--- src/rtl/scanbist_pkg.sv ---
package scanbist_pkg;

    typedef enum logic [2:0] {
        ST_IDLE,
        ST_SHIFT,
        ST_CAPTURE,
        ST_UNLOAD,
        ST_DONE
    } bist_state_t;

    typedef struct packed {
        logic scan;
        logic gen;
        logic cmp;
        logic cap;
        logic done;
    } bist_ctl_t;

    localparam bist_ctl_t CTL_OFF = '{scan: 1'b0, gen: 1'b0, cmp: 1'b0, cap: 1'b0, done: 1'b0};

endpackage

--- src/rtl/sb_step_counter.sv ---
module sb_step_counter #(
    parameter int W = 8
) (
    input  logic         clk,
    input  logic         rst_n,
    input  logic         clr_i,
    input  logic         en_i,
    input  logic [W-1:0] limit_i,
    output logic         last_o
);
    localparam logic [W-1:0] ONE = W'(1);

    logic [W-1:0] cnt_q;

    assign last_o = (cnt_q == limit_i - ONE);

    always_ff @(posedge clk or negedge rst_n) begin
        if (!rst_n) begin
            cnt_q <= '0;
        end else if (clr_i) begin
            cnt_q <= '0;
        end else if (en_i) begin
            if (last_o) cnt_q <= '0;
            else        cnt_q <= cnt_q + ONE;
        end
    end


    step_in_range_chk: assert property (@(posedge clk) disable iff (!rst_n)
        cnt_q < limit_i)
        else $error("step counter beyond its limit");


    step_idle_hold_chk: assert property (@(posedge clk) disable iff (!rst_n)
        (!en_i && !clr_i) |=> $stable(cnt_q))
        else $error("step counter moved while disabled");

endmodule

--- src/rtl/sb_pattern_counter.sv ---
module sb_pattern_counter #(
    parameter int W = 16
) (
    input  logic         clk,
    input  logic         rst_n,
    input  logic         clr_i,
    input  logic         inc_i,
    input  logic [W-1:0] total_i,
    output logic         first_o,
    output logic         last_o
);
    localparam logic [W-1:0] ONE = W'(1);

    logic [W-1:0] cnt_q;

    assign first_o = (cnt_q == '0);
    assign last_o  = (cnt_q == total_i - ONE);

    always_ff @(posedge clk or negedge rst_n) begin
        if (!rst_n) begin
            cnt_q <= '0;
        end else if (clr_i) begin
            cnt_q <= '0;
        end else if (inc_i) begin
            if (last_o) cnt_q <= '0;
            else        cnt_q <= cnt_q + ONE;
        end
    end


    pat_in_range_chk: assert property (@(posedge clk) disable iff (!rst_n)
        cnt_q < total_i)
        else $error("pattern count beyond total");


    pat_single_step_chk: assert property (@(posedge clk) disable iff (!rst_n)
        (inc_i && !last_o && !clr_i) |=> (cnt_q == $past(cnt_q) + ONE))
        else $error("pattern count did not advance by one");

endmodule

--- src/rtl/scanbist_ctrl.sv ---
module scanbist_ctrl
    import scanbist_pkg::*;
#(
    parameter int LEN_W = 8,
    parameter int PAT_W = 16,
    parameter int CAP_W = 4
) (
    input  logic             clk,
    input  logic             rst_n,
    input  logic             start_i,
    input  logic [LEN_W-1:0] shift_len_i,
    input  logic [PAT_W-1:0] pat_total_i,
    input  logic [CAP_W-1:0] cap_k_i,
    output logic             scan_en_o,
    output logic             gen_en_o,
    output logic             cmp_en_o,
    output logic             cap_en_o,
    output logic             done_o
);
    localparam logic [LEN_W-1:0] LEN_ONE = LEN_W'(1);
    localparam logic [PAT_W-1:0] PAT_ONE = PAT_W'(1);
    localparam logic [CAP_W-1:0] CAP_ONE = CAP_W'(1);

    bist_state_t state_q, state_d;
    bist_ctl_t   ctl;

    logic [LEN_W-1:0] len_q;
    logic [PAT_W-1:0] tot_q;
    logic [CAP_W-1:0] k_q;

    logic accept;
    logic sh_en, sh_last;
    logic cap_cnt_en, cap_last;
    logic pat_inc, pat_first, pat_last;
    logic load_end;

    assign accept     = start_i && (state_q == ST_IDLE || state_q == ST_DONE);
    assign sh_en      = (state_q == ST_SHIFT) || (state_q == ST_UNLOAD);
    assign cap_cnt_en = (state_q == ST_CAPTURE);
    assign pat_inc    = cap_cnt_en && cap_last;
    assign load_end   = (state_q == ST_SHIFT) && sh_last;

    // settings latched on an accepted start; capture count per load
    always_ff @(posedge clk or negedge rst_n) begin
        if (!rst_n) begin
            len_q <= LEN_ONE;
            tot_q <= PAT_ONE;
            k_q   <= CAP_ONE;
        end else begin
            if (accept) begin
                len_q <= (shift_len_i == '0) ? LEN_ONE : shift_len_i;
                tot_q <= (pat_total_i == '0) ? PAT_ONE : pat_total_i;
            end
            if (load_end) begin
                k_q <= (cap_k_i == '0) ? CAP_ONE : cap_k_i;
            end
        end
    end

    sb_step_counter #(.W(LEN_W)) u_shift_cnt (
        .clk     (clk),
        .rst_n   (rst_n),
        .clr_i   (accept),
        .en_i    (sh_en),
        .limit_i (len_q),
        .last_o  (sh_last)
    );

    sb_step_counter #(.W(CAP_W)) u_cap_cnt (
        .clk     (clk),
        .rst_n   (rst_n),
        .clr_i   (accept),
        .en_i    (cap_cnt_en),
        .limit_i (k_q),
        .last_o  (cap_last)
    );

    sb_pattern_counter #(.W(PAT_W)) u_pat_cnt (
        .clk     (clk),
        .rst_n   (rst_n),
        .clr_i   (accept),
        .inc_i   (pat_inc),
        .total_i (tot_q),
        .first_o (pat_first),
        .last_o  (pat_last)
    );

    // next state
    always_comb begin
        state_d = state_q;
        unique case (state_q)
            ST_IDLE:    if (accept)   state_d = ST_SHIFT;
            ST_SHIFT:   if (sh_last)  state_d = ST_CAPTURE;
            ST_CAPTURE: if (cap_last) state_d = pat_last ? ST_UNLOAD : ST_SHIFT;
            ST_UNLOAD:  if (sh_last)  state_d = ST_DONE;
            ST_DONE:    if (accept)   state_d = ST_SHIFT;
            default:                  state_d = ST_IDLE;
        endcase
    end

    // state register
    always_ff @(posedge clk or negedge rst_n) begin
        if (!rst_n) state_q <= ST_IDLE;
        else        state_q <= state_d;
    end

    // output decode
    always_comb begin
        ctl = CTL_OFF;
        unique case (state_q)
            ST_IDLE: ;
            ST_SHIFT: begin
                ctl.scan = 1'b1;
                ctl.gen  = 1'b1;
                ctl.cmp  = !pat_first;
            end
            ST_CAPTURE: ctl.cap = 1'b1;
            ST_UNLOAD: begin
                ctl.scan = 1'b1;
                ctl.cmp  = 1'b1;
            end
            ST_DONE: ctl.done = 1'b1;
            default: ;
        endcase
    end

    assign scan_en_o = ctl.scan;
    assign gen_en_o  = ctl.gen;
    assign cmp_en_o  = ctl.cmp;
    assign cap_en_o  = ctl.cap;
    assign done_o    = ctl.done;


    done_hold_chk: assert property (@(posedge clk) disable iff (!rst_n)
        (done_o && !start_i) |=> done_o)
        else $error("done dropped without start");


    busy_ignore_chk: assert property (@(posedge clk) disable iff (!rst_n)
        (start_i && sh_en) |=> ($stable(len_q) && $stable(tot_q)))
        else $error("settings relatched during a test");


    cap_after_shift_chk: assert property (@(posedge clk) disable iff (!rst_n)
        $rose(cap_en_o) |-> $past(scan_en_o))
        else $error("capture without preceding load");


    shift_after_cap_chk: assert property (@(posedge clk) disable iff (!rst_n)
        $fell(cap_en_o) |-> scan_en_o)
        else $error("capture not followed by a scan phase");


    restart_chk: assert property (@(posedge clk) disable iff (!rst_n)
        (done_o && start_i) |=> (scan_en_o && !done_o))
        else $error("start in done did not restart");

endmodule

--- config.mk ---
export PLATFORM = sky130hd
export DESIGN_NAME = scanbist_ctrl
export DESIGN_NICKNAME = d
export VERILOG_FILES = /design/src/rtl/scanbist_pkg.sv /design/src/rtl/sb_step_counter.sv /design/src/rtl/sb_pattern_counter.sv /design/src/rtl/scanbist_ctrl.sv
export SDC_FILE = /design/constraint.sdc
export NUM_CORES = 1
export LEC_CHECK = 0
export CAP_MARGIN = 20
export CORE_UTILIZATION = 35
export DETAILED_ROUTE_END_ITERATION = 10
export PLACE_DENSITY_LB_ADDON = 0.12
export SLEW_MARGIN = 30
export SYNTH_ARGS = -nofsm -noshare
export SYNTH_HDL_FRONTEND = slang
export SYNTH_SLANG_ARGS = --single-unit
--- constraint.sdc ---
create_clock -name clk -period 3.05 [get_ports clk]
set_input_delay 0.61 -clock clk [delete_from_list [all_inputs] [get_ports clk]]
set_output_delay 0.61 -clock clk [all_outputs]
set_load 0.01 [all_outputs]
Word-level counts from Yosys, hierarchy flattened --
Index checks and enable logic that the tools add are counted.
Word-level totals: register bits after elaboration 59, bits of input ports 31, word-level logic and storage cells 64
Operators by class: add/sub/neg operators 6, equal/unequal tests 11, multiplexer cells 23, reduce and logical (&&, ||, !) cells 17
Operators by type and width (count):
- $mux 16 | 4
- $logic_not 16->1 | 2
- $mux 8 | 4
- $add 16x1->16 const B | 1
- $eq 16x16->1 | 1
- $mux 4 | 4
- $sub 16x1->16 const B | 1
- $mux 3 | 4
- $pmux 3 s4 | 1
- $add 8x1->8 const B | 1
- $eq 8x8->1 | 1
- $logic_not 8->1 | 1
- $sub 8x1->8 const B | 1
- $eq 3x2->1 const B | 2
- $reduce_bool 2->1 | 3
- $add 4x1->4 const B | 1
- $eq 4x4->1 | 1
- $logic_not 4->1 | 1
- $mux 1 | 4
- $ne 2x1->1 const B | 2
- $ne 2x2->1 const B | 2
- $reduce_and 4->1 | 1
- $reduce_or 2->1 | 2
- $sub 4x1->4 const B | 1
- 8 further kinds | 11

Logic depth before layout (Yosys ltp) --
Gate-level depths: netlist (run 1).
word-level depth 5, gate-level depth with buffers 10, mapped depth without buffers 9

Modules after synthesis --
Synthesis (run 1) repeated with hierarchy kept, for this count alone.
Unflattened totals: cell total of the unflattened synthesis 431, area, all modules 4150.2 µm²
Modules (own cells, without submodules):
- sb_pattern_counter | times used 1, cells an instance 214, area an instance 1697.9 µm², seq. area each 400.4 µm²
- scanbist_ctrl | times used 1, cells an instance 101, area an instance 1408.9 µm², seq. area each 779.5 µm²
- sb_step_counter at u_shift_cnt | times used 1, cells an instance 84, area an instance 710.7 µm², seq. area each 200.2 µm²
- sb_step_counter at u_cap_cnt | times used 1, cells an instance 32, area an instance 332.8 µm², seq. area each 100.1 µm²

Least setup slack after synthesis (run 1) --
OpenSTA, ideal clock, no wires.
path type flip-flop to flip-flop, from register tot_q[0], to register u_pat_cnt.cnt_q[0], setup time 0.121 ns, data arrival time 2.415 ns, slack 0.514 ns, stages on the path, launching flop included 10, path buffers 0, period minus slack after synthesis 2.536 ns, path through dfstp_2 inv_1 ha_1 nor4b_1 nand3_1 xnor2_1 nor3_1 nand2_4 or2_4 a22o_1
Between the ends: longest elaborated chain between the ends 5
RTL lines:
- start, declared | line scanbist_ctrl.sv:28 | logic [PAT_W-1:0] tot_q;
- start signal, assigned | line scanbist_ctrl.sv:52 | tot_q <= (pat_total_i == '0) ? PAT_ONE : pat_total_i;
- $sub 16x1->16 | line sb_pattern_counter.sv:17 | assign last_o = (cnt_q == total_i - ONE);
- $eq 16x16->1 | line sb_pattern_counter.sv:17
- $mux 16 | line sb_pattern_counter.sv:25 | if (last_o) cnt_q <= '0;
- $mux 16 | line sb_pattern_counter.sv:24 | end else if (inc_i) begin
- $mux 16 | line sb_pattern_counter.sv:22 | end else if (clr_i) begin
- end signal, assigned | line sb_pattern_counter.sv:26 | else cnt_q <= cnt_q + ONE;
- end, declared | line sb_pattern_counter.sv:14 | logic [W-1:0] cnt_q;
Every way passes these cells. The select of a mux whose other input is x is not followed. A chain may end at the register's enable or synchronous reset.

Worst setup path after layout (run 1) --
from register u_pat_cnt.cnt_q[0], to output port cmp_en_o
Between the ends: longest elaborated chain between the ends 3
RTL lines:
- $logic_not 16->1 | line sb_pattern_counter.sv:16 | assign first_o = (cnt_q == '0);
- $logic_not 1->1 | line scanbist_ctrl.sv:115 | ctl.cmp = !pat_first;
- $pmux 1 s2 | line scanbist_ctrl.sv:110 | unique case (state_q)
- end, declared | line scanbist_ctrl.sv:16 | output logic cmp_en_o,
Every way passes these cells.

==> run metrics, run 1 <==
status finished, final reports clean; Clock Latency Late Sink 0.35 ns; core footprint 10840 um2; ordered cell list for the critical path inv_1, ha_1, nor4b_1, a41oi_1, clkdlybuf4s50_1; clock skew 0.01083 ns; Resize count post-CTS 0; list of most frequent post-synthesis cells 86 x nand2_1, 56 x dfrtp_1, 31 x nor3_1; synthesis-stage register bit count 59; DRT iter0 DRCs 165; Buf/Inv on CP 2; vias 3282; Crit. End Element output pin; Synth Cell Area 3891 um2; Tcrit/Tclk final 89.10%; GRT Residual Overflow 0; DRT Pass-1 Iters 4; Max-Slew Margin vs Limit 64.76%; clock slew at reported path FFs 0.06 ns; largest net degree at the start of global routing 60; initial antenna violation count 0; r2r worst-path depth 9; Cell Pwr Density 826.6 nW/um2; H-tree depth 3; Max Cap Viol 0; average wire per standard cell 15.25 um; Initial Util 35.90%; Final setup viols 0; Crit Path Max Fanout 6; Syn Area/Cell 8.784 um2; Hold-fix buffers, CTS 0; Routed Antenna Nets 0; Post-DP Area 4358 um2; Port Buffer Count 35; clock root cell clkbuf_8; area grow syn2layout 16.21%; residual DRC count 0; critical path type flip-flop to output pin; final instance area 4522 um2; CTS tree built; Netlist cell types 71; r2r setup slk 0.35 ns; Seq/Total Area, Yosys 38.04%; cell type of the slowest stage on the worst timing path clkdlybuf4s50_1; die area 11540 um2; biggest area consumer among synthesized cells dfrtp_1; Primary FF master, synth dfrtp_1; critical path's largest stage delay 0.59 ns; Clock Sinks 59; Post-synth ARST share 100.0%; Peak VDD IR 0.3210 mV; syn nets 481; delay-heaviest family, CP buffers and inverters; final hold violation count 0; share of the synthesized area in the top cell type 36.01%; synth top area cells dfrtp_1 36%, nand2_1 8.3%, xor2_1 5.0%; layout cells sized above 1 9.356%; Final Slew Violations 0; hpwl dp 7010 um; io pins 36; vias in the first global route 3274; yosys warns 0; EDFF count, synth 0; drt via density 5.285; Max Clk Rate 368.0 MHz; FF-to-FF End u_pat_cnt.cnt_q[10]; FP Rows 38; Leakage 1.969 nW; Synth Instances 443; Post-Route WL 9469 um; clock period minus worst slack 2.717 ns; most frequent cell after synthesis nand2_1; FF-to-FF Start tot_q[1]; Crit path required time 2.44 ns; Worst Path Arrival 2.11 ns; sum of negative setup slack 0 ns; gpl congestion 0.8144; RSZ-0062 raised after global routing false; CTS Buf Count 9; Total Routing Usage GR 18.41%; global-route wire length before repair 16260 um; Hold/Removal Path Class input pin to async pin; ant diodes 0; clk buf depth 2; Die Y 107.4 um; Setup Fix Bufs, Post-CTS 0; Worst-Margin Slew 0.5238 ns; nets 514; die extent in x 107.4 um; Setup crit start kind flip-flop
-- cell usage in the layout (no fill, tap or decap), types with 5 or more instances in the layout --
cell / n
or4_1: 5
a21oi_1: 9
and3_1: 7
clkdlybuf4s50_1: 34
nor3b_1: 7
nand2b_1: 8
nor2_1: 19
ha_1: 7
o21ai_0: 20
nor4_1: 9
a31oi_1: 6
nand2_1: 86
dfrtp_1: 56
nor3_1: 31
nand4_1: 5
clkbuf_8: 10
inv_1: 12
xor2_1: 22
buf_4: 6
nand3_1: 19
xnor2_1: 20
-- how the worst max path moves through the flow --
stage	start	to	slack, ns	depth (start not counted)
6_report	u_pat_cnt.cnt_q[0]	cmp_en_o	0.33	5
2_1_floorplan	tot_q[0]	u_pat_cnt.cnt_q[0]	0.51	9
3_5_place_dp	tot_q[1]	u_pat_cnt.cnt_q[10]	0.35	9
3_3_place_gp	tot_q[1]	u_pat_cnt.cnt_q[5]	0.45	9
5_1_grt	tot_q[1]	u_pat_cnt.cnt_q[9]	0.1	10
4_1_cts	u_pat_cnt.cnt_q[0]	cmp_en_o	0.30	5
-- worst reg2reg max path, stage by stage (launching register included) --
cell and delay (ns):
dfrtp_1 0.40, inv_1 0.09, ha_1 0.28, or4b_4 0.54, a211oi_2 0.18, a211oi_2 0.12, a221oi_4 0.33, nand2_4 0.11
nor3_4 0.42, nor3_1 0.10
-- where the power goes --
group | leakage (nW) | internal, mW | switching (mW)
combinational | 1.14 | 0.801 | 0.878
clock | 0.0872 | 0.313 | 0.306
sequential | 0.741 | 1.06 | 0.384
-- layer usage --
metal  global-route usage, %  vias to the layer above  share of wire (%)  wire, um
met2                   29.68                       43                 47      4474
li1                        -                     1633                  -         -
met1                   23.93                     1592                 48      4533
met5                       0                        -                  0         0
met3                   4.600                       14                3.3       313
met4                   6.458                        0                1.6       147
-- flip-flops by register name, summed over array words and instances, names as in the netlist --
name / cells
k_q: 4
u_cap_cnt.cnt_q: 4
u_pat_cnt.cnt_q: 16
u_shift_cnt.cnt_q: 8
len_q: 8
state_q: 3
tot_q: 16
-- stage by stage --
stage / worst slack [ns] / hold WS, ns / power, mW / cells / utilization, %
4_1_cts: 0.3043 / 0.2700 / 3.787 / 621 / 41.71
3_3_place_gp: 0.4464 / 0.5000 / 3.120 / 605 / 40.20
6_report: 0.3326 / 0.2509 / 3.738 / 621 / 41.71
3_5_place_dp: 0.3548 / 0.5013 / 3.144 / 605 / 40.20
5_1_grt: 0.09559 / 0.2801 / 4.086 / 621 / 41.71
2_1_floorplan: 0.5143 / 0.3144 / 2.705 / 443 / -
-- final cells by class --
class | instances | area (um2)
inverters | 12 | 45.04
multi-input cells | 352 | 2247
clock buffers | 13 | 148.9
fillers | 1125 | 6319
clock inverters | 3 | 15.01
repair buffers | 42 | 410.4
flip-flops and latches | 59 | 1480
well taps | 140 | 175.2
-- cells by family after synthesis --
group                      synth area share (%)
muxes                                     1.093
buffers and inverters                     4.212
DFF                                       38.04
and+or+nand+nor                           31.74
AOI/OAI and AO/OA                         12.61
adders and majority gates                 2.251
xor gates and xnor gates                  10.06
Note: power is estimated with default switching activity, not from simulation.
==> run 2, diff against run 1 <==
--- a/config.mk
+++ b/config.mk
@@ -6,8 +6,9 @@
 export NUM_CORES = 1
 export LEC_CHECK = 0
 export CAP_MARGIN = 20
-export CORE_UTILIZATION = 35
+export CORE_UTILIZATION = 45
 export DETAILED_ROUTE_END_ITERATION = 10
+export MAX_ROUTING_LAYER = met4
 export PLACE_DENSITY_LB_ADDON = 0.12
 export SLEW_MARGIN = 30
 export SYNTH_ARGS = -nofsm -noshare
==> run 2 against run 1 <==
Total power grew 4.4%. Combinational power is essentially flat. Maximum frequency grew 0.89%. Largest power group unchanged.
==> run metrics, run 2 (synthesized netlist as in run 1, its figures left out) <==
status finished, final reports clean; residual DRC count 0; Max Clk Rate 371.3 MHz; Port Buffer Count 35; Total Routing Usage GR 22.61%; Gate power share 42.9%; commonest non-fill, non-tap cell in the layout nand2_1; multi-input logic area 2247 um2; vias 3247; Fillers 791; die extent in x 94.99 um; Resize count post-CTS 0; nets 515; Hold/Removal Path Class input pin to async pin; ordered cell list for the critical path inv_1, ha_1, or4b_4, a211oi_2, a211oi_2, a221oi_4, nand2_4, nor3_4, nor3_1; commonest cells after routing, fill and taps aside 86 x nand2_1, 56 x dfrtp_1, 34 x clkdlybuf4s50_1, 31 x nor3_1, 22 x xor2_1; io pins 36; Worst Path Arrival 2.89 ns; final hold violation count 0; Worst-Margin Slew 0.5989 ns; CTS Buf Count 9; DRT iter0 DRCs 232; DRT Pass-1 Iters 6; Hold-fix buffers, CTS 0; clock root cell clkbuf_8; FF-to-FF Start tot_q[1]; gpl congestion 0.9207; Clock Power Share 20.4%; Initial Util 46.89%; largest net degree at the start of global routing 45; H-tree depth 3; Clock Latency Late Sink 0.34 ns; Post-DP Area 4309 um2; Crit Path Max Fanout 10; Tot Pwr 3.902 mW; Peak VDD IR 0.3648 mV; Final Hold Slack 0.2005 ns; FP Rows 33; RSZ-0062 raised after global routing false; clk buf depth 2; Max Cap Viol 0; internal power 2.329 mW; GRT Residual Overflow 0; Post-Route WL 8978 um; Clock Sinks 59; largest registers tot_q: 16 flops, u_pat_cnt.cnt_q: 16 flops; sw frac 40.33%; Final setup viols 0; average wire per standard cell 15.29 um; Worst path most repeated cell a211oi_2; Reg area 1480 um2; global-route wire length before repair 15150 um; ant diodes 0; core footprint 8299 um2; final instance area 4528 um2; Cell Pwr Density 861.8 nW/um2; r2r worst-path depth 9; Crit. End Element flip-flop; Setup Fix Bufs, Post-CTS 0; sum of negative setup slack 0 ns; area grow syn2layout 16.37%; r2r setup slk 0.36 ns; layout cells sized above 1 9.959%; Setup crit start kind flip-flop; FF-to-FF End u_pat_cnt.cnt_q[7]; drt via density 5.532; CTS tree built; clock skew 0.01130 ns; sequential fraction of design power 36.7%; Psw 1.574 mW; hpwl dp 6666 um; Leakage 1.991 nW; critical path type flip-flop to flip-flop; Routed Antenna Nets 0; Crit path required time 3.25 ns; clock slew at reported path FFs 0.08 ns; Die Y 94.99 um; Final Slew Violations 0; Max-Slew Margin vs Limit 59.98%; critical path's largest stage delay 0.54 ns; initial antenna violation count 0; cell type of the slowest stage on the worst timing path or4b_4; clock period minus worst slack 2.693 ns; Tcrit/Tclk final 88.31%; vias in the first global route 3118; die area 9023 um2
==> run 2: worst max-delay path, delay by kind of cell, from the launching register on <==
family                     cells  cell delay (ns)
DFF                            1             0.40
buffers and inverters          1             0.08
AOI/OAI and AO/OA              3             0.66
and+or+nand+nor                4             1.16
adders and majority gates      1             0.27
==> run 2: power by group through the flow <==
stage / sequential [mW] / combinational [mW] / clock, mW
3_5_place_dp: 1.44 / 1.68 / 0
2_1_floorplan: 1.29 / 1.41 / 0
5_1_grt: 1.48 / 1.89 / 0.855
4_1_cts: 1.43 / 1.69 / 0.822
3_3_place_gp: 1.43 / 1.65 / 0
6_report: 1.43 / 1.67 / 0.798
==> run 2: cell type report <==
cell class,instances,area share [%]
clock buffers,11,3.122
multi-input cells,352,49.63
inverters,12,0.9948
clock inverters,5,1.713
well taps,105,2.901
repair buffers,43,8.953
flip-flops and latches,59,32.69
==> run 2: how the worst max path moves through the flow <==
stage / startpoint / end / slack, ns / cells past startpoint
after detailed placement: tot_q[1] / u_pat_cnt.cnt_q[3] / 0.36 / 9
after floorplan: tot_q[0] / u_pat_cnt.cnt_q[0] / 0.51 / 9
final: tot_q[1] / u_pat_cnt.cnt_q[7] / 0.36 / 9
after global placement: tot_q[1] / u_pat_cnt.cnt_q[15] / 0.45 / 9
after CTS: tot_q[1] / u_pat_cnt.cnt_q[7] / 0.35 / 9
after global routing: tot_q[1] / u_pat_cnt.cnt_q[11] / 0.15 / 10
==> run 2: routing by layer <==
metal  global-route usage, %  vias to the layer above  routed length (um)
met5                       -                        -                   0
met4                   6.818                        0                 122
met3                   4.267                       11                 315
met2                   33.21                       59                4056
met1                   31.47                     1531                4484
li1                        -                     1646                   -
==> run 2: stage by stage <==
stage                     setup slack [ns]  instances  util [%]
final                               0.3565        587     54.56
after CTS                           0.3516        587     54.56
after global routing                0.1504        587     54.56
after global placement              0.4479        571     51.92
after floorplan                     0.5143        443         -
after detailed placement            0.3571        571     51.92
==> run 3, diff against run 2 <==
--- a/config.mk
+++ b/config.mk
@@ -5,7 +5,7 @@
 export SDC_FILE = /design/constraint.sdc
 export NUM_CORES = 1
 export LEC_CHECK = 0
-export CAP_MARGIN = 20
+export CORE_ASPECT_RATIO = 2
 export CORE_UTILIZATION = 45
 export DETAILED_ROUTE_END_ITERATION = 10
 export MAX_ROUTING_LAYER = met4
==> run 3 against run 2 <==
Sequential power rose by 3%. Cell count fell by 1.0%. Count of clock-buffer cells in the layout fell by 1. Global-route usage rose by 3.6 points. Sequential share of layout area fell by 0.64 points. Worst setup slack got worse by 0.038 ns. Critical endpoint is now cmp_en_o. Flip-flop and latch count did not move. Clock skew fell by 0.0049 ns. Hold slack improved by 0.029 ns. Via count rose by 3.9%. Wire length rose by 13%. Final area rose by 2.0%.
==> run metrics, run 3 (synthesized netlist as in run 1, its figures left out) <==
clk buf depth 2; residual DRC count 0; DRT Pass-1 Iters 4; Hold-fix buffers, CTS 0; clock skew 0.006424 ns; core footprint 8351 um2; final hold violation count 0; Final setup viols 0; area grow syn2layout 18.68%; Total Routing Usage GR 26.26%; Max Cap Viol 0; DRT iter0 DRCs 149; Tcrit/Tclk final 89.56%; average wire per standard cell 17.47 um; vias 3373; r2r setup slk 0.36 ns; die area 9046 um2; Hold/Removal Path Class input pin to async pin; initial antenna violation count 0; hpwl dp 7708 um; Tot Pwr 4.197 mW; Setup Fix Bufs, Post-CTS 0; gpl congestion 0.9870; drt via density 5.806; Max Clk Rate 366.1 MHz; grt met3 use 4.795%; layout cells sized above 1 10.56%; clock slew at reported path FFs 0.05 ns; die extent in x 67.76 um; Peak VDD IR 0.5381 mV; Crit Path Max Fanout 6; Crit path required time 2.44 ns; nets 516; ant diodes 0; Die Y 133.5 um; Final Slew Violations 0; Worst-Margin Slew 0.6432 ns; clock period minus worst slack 2.732 ns; Clock Latency Late Sink 0.33 ns; Routed Antenna Nets 0; Cell Pwr Density 908.9 nW/um2; final core utilization 55.30%; Post-Route WL 10150 um; met2 Track Usage GR 45.71%; CTS tree built; FF-to-FF Start tot_q[1]; Setup crit start kind flip-flop; sum of negative setup slack 0 ns; GRT Residual Overflow 0; Worst Path Arrival 2.12 ns; Clock Sinks 59; RSZ-0062 raised after global routing false; Initial Util 46.60%; Leakage 2.035 nW; H-tree depth 3; largest net degree at the start of global routing 45; final instance area 4618 um2; status finished, final reports clean; Post-DP Area 4308 um2; Port Buffer Count 35; io pins 36; worst setup path start u_pat_cnt.cnt_q[0]; vias in the first global route 3519; Top Usage Layer GRT met2; CTS Buf Count 9; commonest non-fill, non-tap cell in the layout nand2_1; clock root cell clkbuf_16; Crit. End Element output pin; FP Rows 47; critical path type flip-flop to output pin; M1 GR Usage 27.43%; largest registers tot_q: 16 flops, u_pat_cnt.cnt_q: 16 flops; commonest cells after routing, fill and taps aside 86 x nand2_1, 56 x dfrtp_1, 34 x clkdlybuf4s50_1, 31 x nor3_1, 22 x xor2_1; global-route wire length before repair 16990 um; Max-Slew Margin vs Limit 56.92%
-- run 3: cell count changes in the layout (fill, tap and decap cells not counted), sizes merged --
cell / previous run / this run
clkinv: 2 / 4
buf: 9 / 10
bufinv: 2 / 1
clkbuf: 11 / 10
-- run 3: layout make-up --
type                       count  area (um2)
fill                         813        3732
timing repair buffer          44       412.9
tap                           98       122.6
sequential                    59        1480
inverter                      12       45.04
clock buffer                  10       239.0
multi-input combinational    352        2253
clock inverter                 6       65.06
-- run 3: critical path, cell delays in order (launching register included) --
cell and delay [ns]:
dfrtp_1 0.54, inv_1 0.08, ha_1 0.25, nor4b_1 0.15, a41oi_1 0.18, clkdlybuf4s50_1 0.59
-- run 3: layer usage --
| layer | up-vias | wire (um) |
|---|---|---|
| li1 | 1650 | - |
| met1 | 1643 | 3734 |
| met2 | 60 | 5836 |
| met3 | 20 | 279 |
| met4 | 0 | 299 |
| met5 | - | 0 |
-- run 3: worst paths after layout --
check | endpoint | cells after the start
max reg2reg | u_pat_cnt.cnt_q[5] | 9
min in group clk | k_q[0] | 2
min | tot_q[14] | 1
min reg2reg | k_q[0] | 2
max | cmp_en_o | 5
max in group asynchronous | k_q[0] | 2
-- run 3: metrics by stage --
step | hold WS (ns) | setup slack, ns | std cells
after floorplan | 0.3144 | 0.5143 | 443
after global placement | 0.5021 | 0.3057 | 565
after detailed placement | 0.5163 | 0.1957 | 565
after CTS | 0.2358 | 0.1508 | 581
after global routing | 0.2682 | 0.1361 | 581
final | 0.2299 | 0.3183 | 581
-- run 3: timing repair --
| action | in CTS | in global routing |
|---|---|---|
| resized for setup | 0 | 1 |
| endpoints found under the hold margin | 0 | 0 |
| setup endpoints to repair | 0 | 10 |
-- run 3: power by group --
group / total [mW] / leakage (nW) / internal (mW) / switching (mW)
Sequential: 1.47 / 0.741 / 1.06 / 0.415
Clock: 1.02 / 0.148 / 0.653 / 0.362
Combinational: 1.71 / 1.15 / 0.794 / 0.917
